===== src/rtl/icu_pkg.sv =====
package icu_pkg;
    // Trigger codes: {plane2, plane1, plane0}
    typedef enum logic [2:0] {
        TRG_OFF    = 3'b000,
        TRG_RISE   = 3'b001,
        TRG_FALL   = 3'b010,
        TRG_BOTH   = 3'b011,
        TRG_LVL_HI = 3'b101,
        TRG_LVL_LO = 3'b110
    } trig_e;

    // Register pair indices (word address >> 1)
    localparam int IDX_CFG0   = 0;
    localparam int IDX_CFG1   = 1;
    localparam int IDX_CFG2   = 2;
    localparam int IDX_ROUTE  = 3;
    localparam int IDX_SRCSEL = 4;
    localparam int IDX_MASK   = 5;
    localparam int IDX_WAKE   = 6;
    localparam int IDX_LATCH  = 7;
    localparam int IDX_PEND   = 8;
endpackage


===== src/rtl/icu_sync.sv =====
module icu_sync #(
    parameter int W = 32
) (
    input  logic         clk_i,
    input  logic         rst_ni,
    input  logic [W-1:0] async_i,
    output logic [W-1:0] sync_o,
    output logic [W-1:0] prev_o
);
    typedef struct packed {
        logic [W-1:0] meta;
        logic [W-1:0] sync;
        logic [W-1:0] prev;
    } sync_t;

    sync_t s_d, s_q;

    always_comb begin
        s_d.meta = async_i;
        s_d.sync = s_q.meta;
        s_d.prev = s_q.sync;
    end

    always_ff @(posedge clk_i or negedge rst_ni) begin
        if (!rst_ni) s_q <= '0;
        else         s_q <= s_d;
    end

    assign sync_o = s_q.sync;
    assign prev_o = s_q.prev;
endmodule


===== src/rtl/icu_trigger.sv =====
module icu_trigger
    import icu_pkg::*;
#(
    parameter int NSRC = 32
) (
    input  logic [NSRC-1:0] plane0_i,
    input  logic [NSRC-1:0] plane1_i,
    input  logic [NSRC-1:0] plane2_i,
    input  logic [NSRC-1:0] cur_i,
    input  logic [NSRC-1:0] prev_i,
    output logic [NSRC-1:0] level_hit_o,
    output logic [NSRC-1:0] edge_ev_o,
    output logic [NSRC-1:0] edge_mode_o
);
    for (genvar i = 0; i < NSRC; i++) begin : g_src
        logic [2:0] code;
        assign code = {plane2_i[i], plane1_i[i], plane0_i[i]};

        always_comb begin
            level_hit_o[i] = 1'b0;
            edge_ev_o[i]   = 1'b0;
            edge_mode_o[i] = 1'b0;
            case (code)
                TRG_LVL_HI: level_hit_o[i] = cur_i[i];
                TRG_LVL_LO: level_hit_o[i] = ~cur_i[i];
                TRG_RISE: begin
                    edge_mode_o[i] = 1'b1;
                    edge_ev_o[i]   = cur_i[i] & ~prev_i[i];
                end
                TRG_FALL: begin
                    edge_mode_o[i] = 1'b1;
                    edge_ev_o[i]   = ~cur_i[i] & prev_i[i];
                end
                TRG_BOTH: begin
                    edge_mode_o[i] = 1'b1;
                    edge_ev_o[i]   = cur_i[i] ^ prev_i[i];
                end
                default: ;
            endcase
        end
    end
endmodule


===== src/rtl/icu_dual_req.sv =====
module icu_dual_req
    import icu_pkg::*;
#(
    parameter int NSRC = 32,
    parameter int AW   = 5
) (
    input  logic            clk_i,
    input  logic            rst_ni,
    input  logic [NSRC-1:0] irq_src_i,
    input  logic            wr_en_i,
    input  logic [AW-1:0]   wr_addr_i,
    input  logic [NSRC-1:0] wr_data_i,
    input  logic [AW-1:0]   rd_addr_i,
    output logic [NSRC-1:0] rd_data_o,
    input  logic            cpu_idle_i,
    output logic [1:0]      irq_o,
    output logic            wake_o
);
    localparam int IW = AW - 1;

    typedef struct packed {
        logic [NSRC-1:0] cfg0;
        logic [NSRC-1:0] cfg1;
        logic [NSRC-1:0] cfg2;
        logic [NSRC-1:0] route;
        logic [NSRC-1:0] srcsel;
        logic [NSRC-1:0] mask;
        logic [NSRC-1:0] wake;
        logic [NSRC-1:0] lat;
    } state_t;

    state_t st_d, st_q;

    logic [NSRC-1:0] cur, prev, level_hit, edge_ev, edge_mode;
    logic [NSRC-1:0] lat_clr, status, pend0, pend1;

    function automatic logic [NSRC-1:0] apply_alias(
        input logic [NSRC-1:0] val, input logic is_clr, input logic [NSRC-1:0] d);
        return is_clr ? (val & ~d) : (val | d);
    endfunction

    icu_sync #(.W(NSRC)) i_sync (
        .clk_i   (clk_i),
        .rst_ni  (rst_ni),
        .async_i (irq_src_i),
        .sync_o  (cur),
        .prev_o  (prev)
    );

    icu_trigger #(.NSRC(NSRC)) i_trig (
        .plane0_i    (st_q.cfg0),
        .plane1_i    (st_q.cfg1),
        .plane2_i    (st_q.cfg2),
        .cur_i       (cur),
        .prev_i      (prev),
        .level_hit_o (level_hit),
        .edge_ev_o   (edge_ev),
        .edge_mode_o (edge_mode)
    );

    always_comb begin
        st_d    = st_q;
        lat_clr = '0;
        if (wr_en_i) begin
            case (wr_addr_i[AW-1:1])
                IW'(IDX_CFG0):   st_d.cfg0   = apply_alias(st_q.cfg0,   wr_addr_i[0], wr_data_i);
                IW'(IDX_CFG1):   st_d.cfg1   = apply_alias(st_q.cfg1,   wr_addr_i[0], wr_data_i);
                IW'(IDX_CFG2):   st_d.cfg2   = apply_alias(st_q.cfg2,   wr_addr_i[0], wr_data_i);
                IW'(IDX_ROUTE):  st_d.route  = apply_alias(st_q.route,  wr_addr_i[0], wr_data_i);
                IW'(IDX_SRCSEL): st_d.srcsel = apply_alias(st_q.srcsel, wr_addr_i[0], wr_data_i);
                IW'(IDX_MASK):   st_d.mask   = apply_alias(st_q.mask,   wr_addr_i[0], wr_data_i);
                IW'(IDX_WAKE):   st_d.wake   = apply_alias(st_q.wake,   wr_addr_i[0], wr_data_i);
                IW'(IDX_LATCH):  lat_clr     = wr_data_i;
                default: ;
            endcase
        end
        // a new edge wins over a simultaneous clear so no event is lost
        st_d.lat = ((st_q.lat & ~lat_clr) | edge_ev) & edge_mode;
    end

    always_ff @(posedge clk_i or negedge rst_ni) begin
        if (!rst_ni) st_q <= '0;
        else         st_q <= st_d;
    end

    assign status = st_q.srcsel & (level_hit | (st_q.lat & edge_mode));
    assign pend0  = status & st_q.mask & st_q.route;
    assign pend1  = status & st_q.mask & ~st_q.route;
    assign irq_o  = {|pend1, |pend0};
    assign wake_o = cpu_idle_i & (|(status & st_q.mask & st_q.wake));

    always_comb begin
        case (rd_addr_i[AW-1:1])
            IW'(IDX_CFG0):   rd_data_o = st_q.cfg0;
            IW'(IDX_CFG1):   rd_data_o = st_q.cfg1;
            IW'(IDX_CFG2):   rd_data_o = st_q.cfg2;
            IW'(IDX_ROUTE):  rd_data_o = st_q.route;
            IW'(IDX_SRCSEL): rd_data_o = st_q.srcsel;
            IW'(IDX_MASK):   rd_data_o = st_q.mask;
            IW'(IDX_WAKE):   rd_data_o = st_q.wake;
            IW'(IDX_LATCH):  rd_data_o = st_q.lat;
            IW'(IDX_PEND):   rd_data_o = rd_addr_i[0] ? pend1 : pend0;
            default:         rd_data_o = '0;
        endcase
    end
endmodule


===== config.mk =====
export PLATFORM = sky130hd
export DESIGN_NAME = icu_dual_req
export DESIGN_NICKNAME = d
export VERILOG_FILES = /design/src/rtl/icu_pkg.sv /design/src/rtl/icu_sync.sv /design/src/rtl/icu_trigger.sv /design/src/rtl/icu_dual_req.sv
export SDC_FILE = /design/constraint.sdc
export NUM_CORES = 1
export LEC_CHECK = 0
export BUFFER_PORTS_ARGS = -buffer_cell sky130_fd_sc_hd__clkbuf_2
export CORE_MARGIN = 2
export CORE_UTILIZATION = 50
export CTS_CLUSTER_DIAMETER = 200
export CTS_CLUSTER_SIZE = 30
export DETAILED_ROUTE_END_ITERATION = 16
export GPL_TIMING_DRIVEN = 0
export MAX_ROUTING_LAYER = met4
export PLACE_DENSITY_LB_ADDON = 0.25
export SYNTH_ARGS = -nofsm -noshare
export SYNTH_HDL_FRONTEND = slang
export SYNTH_SLANG_ARGS = --single-unit
export TNS_END_PERCENT = 20

===== constraint.sdc =====
create_clock -name clk_i -period 1.9 [get_ports clk_i]
set_input_delay 0.095 -clock clk_i [delete_from_list [all_inputs] [get_ports clk_i]]
set_output_delay 0.095 -clock clk_i [all_outputs]
set_load 0.05 [all_outputs]

==> results.md <==
- Number of global-route vias before repair: roughly 17,000
- Crit Path Category: flip-flop to primary output
- Count of non-filler cells in the finished layout: between 2,000 and 3,000
- Synth area leader: dfrtp_1
- IO buf count: 111
- Setup Skew: around 0.025 ns
- First-pass GRT wire length: between 100 and 150 mm
- Via Count: between 15,000 and 20,000
- Async S/R FF share, synth: 100.0%
- Post-route design area: ~23,000 um2
- Number of DRC violations after detailed-routing iteration 0: approximately 2,500
- Area share of the largest cell type after synthesis: a little under half
- Post-synth net total: between 2,000 and 2,500
- Number of remaining DRC errors: 0
- Register area share after synthesis: between 40% and 50%
- Overall power: 22.38 mW
- RSZ-0062 raised after global routing: yes
- Utilization after layout: between 60 and 70%
- Number of iterations in the first detailed-routing pass: 7
- Routed Antenna Nets: 0
- Worst-margin pin slew: 1.164 ns
- Seq cells post-synth: between 300 and 400
- Achievable frequency: about 340 MHz
- Worst-case clock buffer depth: 3
- Maximum vdd drop: 0.001021 V
- Largest net degree at the start of global routing: 111
- Failing checks: negative setup slack
- Max cap viols: 0
- Final Hold Viols: 0
- Most frequent cells in the layout: 294 x dfrtp_1, 225 x a21oi_1, 168 x a31oi_1
- Initial antenna violation count: 0
- Die boundary width: approximately 200 um
- Period utilisation layout: 155.7%
- Ant. Diodes: 0
- Mean post-synth cell area: approximately 9.6 um2
- Fillers: approximately 3,000
- Sink Count: 352
- PD cells: 967.6 nW/um2
- Worst EP arrival: approximately 2.9 ns
- Worst Path Required: 1.80 ns
- DP Cell Count: approximately 2,500
- R2r startpoint: i_sync.sync_o[18]
- Crit path time final: ~3.0 ns
- Row count: 70
- Fin Setup TNS: -18.88 ns
- Critical path peak fanout: 3
- Dominant synthesized flop cell: dfrtp_1
- Die height: slightly below 200 um
- Commonest non-fill, non-tap cell in the layout: dfrtp_1
- Global route overflow: 0
- Gr usage total: 42.47%
- Core Region: 36,520 um2
- Nets: between 2,000 and 2,500
- Clock Latency Late Sink: ~0.55 ns
- Via-to-Cell Ratio: around 6.8
- Num ports: ~110
- DP Worst Slack: -1.507 ns
- Cell variety after synth: 62
- Die area: 38,570 um2
- Slew headroom: approximately 22%
- Final HPWL DP: ~53 mm
- Mapped cell area: roughly 19,000 um2
- Final setup vio count: 64
- Root Buffer: clkbuf_16
- Share of layout cells above drive strength 1: a little under a quarter
- Post-synth EDFFs: 0
- Min-Delay Path Class: input port to flip-flop
- Hold Crit Start: wr_addr_i[2]
- CP Launch Point: st_q[26]
- Worst Setup Start Kind: flip-flop
- Initial Util: approximately half
- DR WL/cell: between 20 and 30 um
- Drt total wl: ~81 mm
- Gate Count Post-Synth: approximately 1,900
- Setup slack after layout: -1.058 ns
- Reg clk slew, reported paths: approximately 0.13 ns
- Post-DP Area: around 20,000 um2
- Synth-to-Final Area Change: 24.98%
- CTS buffer count: 15
- CTS H-Tree Depth: 1
- Max Transition Viols Final: 0
- Pleak: about 10 nW
- CTS tree: yes
- Hold_ws: between 0.07 and 0.08 ns
- GPL Wtd Cong: about 1
- CP Capture Type: primary output
- Yosys Warn Count: 0
- Synth top area cells: dfrtp_1 48%, a21oi_1 6.1%, a31oi_1 5.7%
- Status: finished, violations left
-- cell type report --
cell class	instances	area [um2]	share of cell area, %
Multi-Input combinational cell	1322	9734	42.09
Sequential cell	352	8881	38.40
Tap cell	468	585.6	2.532
Buffer	141	691.9	2.992
Clock buffer	15	375.4	1.623
Inverter	111	416.7	1.801
Timing Repair Buffer	294	2435	10.53
Clock inverter	1	8.758	0.03787
-- per-layer routing --
layer  wire length [um]  global-route usage, %  vias up
met5                  0                      -        -
met4               5070                  22.03        0
met3              10550                  10.10      309
met2              34090                  60.39     1370
met1              30850                  56.70     9069
li1                   -                      -     7720
-- worst max-delay path: stages (launching register included) --
cell       delay (ns)
dfrtp_1          0.42
o211ai_1         0.21
buf_4            0.18
buf_4            0.12
a2111oi_2        0.08
a2111oi_4        0.49
nand4_1          0.14
or4_4            0.49
clkbuf_8         0.20
-- worst paths after layout --
check | end | slack [ns] | cells past startpoint
worst max-delay path | irq_o[1] | -1.06 | 8
worst min-delay path | flip-flop | 0.07 | 4
worst max register to register | st_q[18] | 0.54 | 7
worst min register to register | i_sync.sync_o[7] | 0.34 | 0
max in group asynchronous | async pin | 0.30 | 4
min in group asynchronous | i_sync.sync_o[14] | 0.13 | 2
-- logic make-up (layout without fill, tap and decap cells) --
| logic type | Yosys count | after routing | share of synthesized area, % |
|---|---|---|---|
| XOR/XNOR | 25 | 25 | 1.183 |
| buffers and inverters | 255 | 562 | 5.443 |
| AND/OR/NAND/NOR | 372 | 372 | 8.864 |
| multiplexers | 92 | 92 | 5.565 |
| flip-flops | 352 | 352 | 47.60 |
| AO/OA/AOI/OAI | 769 | 769 | 27.02 |
| adder cells (fa/ha/maj) | 64 | 64 | 4.327 |
-- power breakdown --
part           switching, mW  internal (mW)  total (mW)
Combinational           4.42           3.26        7.68
Clock                   2.51           1.46        3.96
Sequential              1.82           8.92        10.7
-- cells in the mapped netlist, types with 7 or more instances --
master and n:
inv_1 111, nand3_1 27, mux2i_1 50, nand2_1 130, nand4_1 16, dfrtp_1 352
a21oi_1 227, a2111oi_0 32, clkbuf_1 97, a22o_1 10, a211oi_1 51, o211ai_1 50
a222oi_1 17, nor3_1 9, a221oi_1 11, mux2_2 35, nor2b_1 8, buf_2 39
o21ai_0 73, buf_1 7, ha_1 64, xor2_1 22, a22oi_1 51, a21o_1 43
a31oi_1 168, nor2_1 155
-- timing repair --
action / 4_1_cts / 5_1_grt
endpoints found under the setup margin: 65 / 69
hold buffers: 65 / 0
pin swaps: 63 / 59
gates resized for setup: 302 / 95
hold endpoints to repair: 206 / 0
setup buffers: 71 / 40
Power figures use the tool's default switching activity.
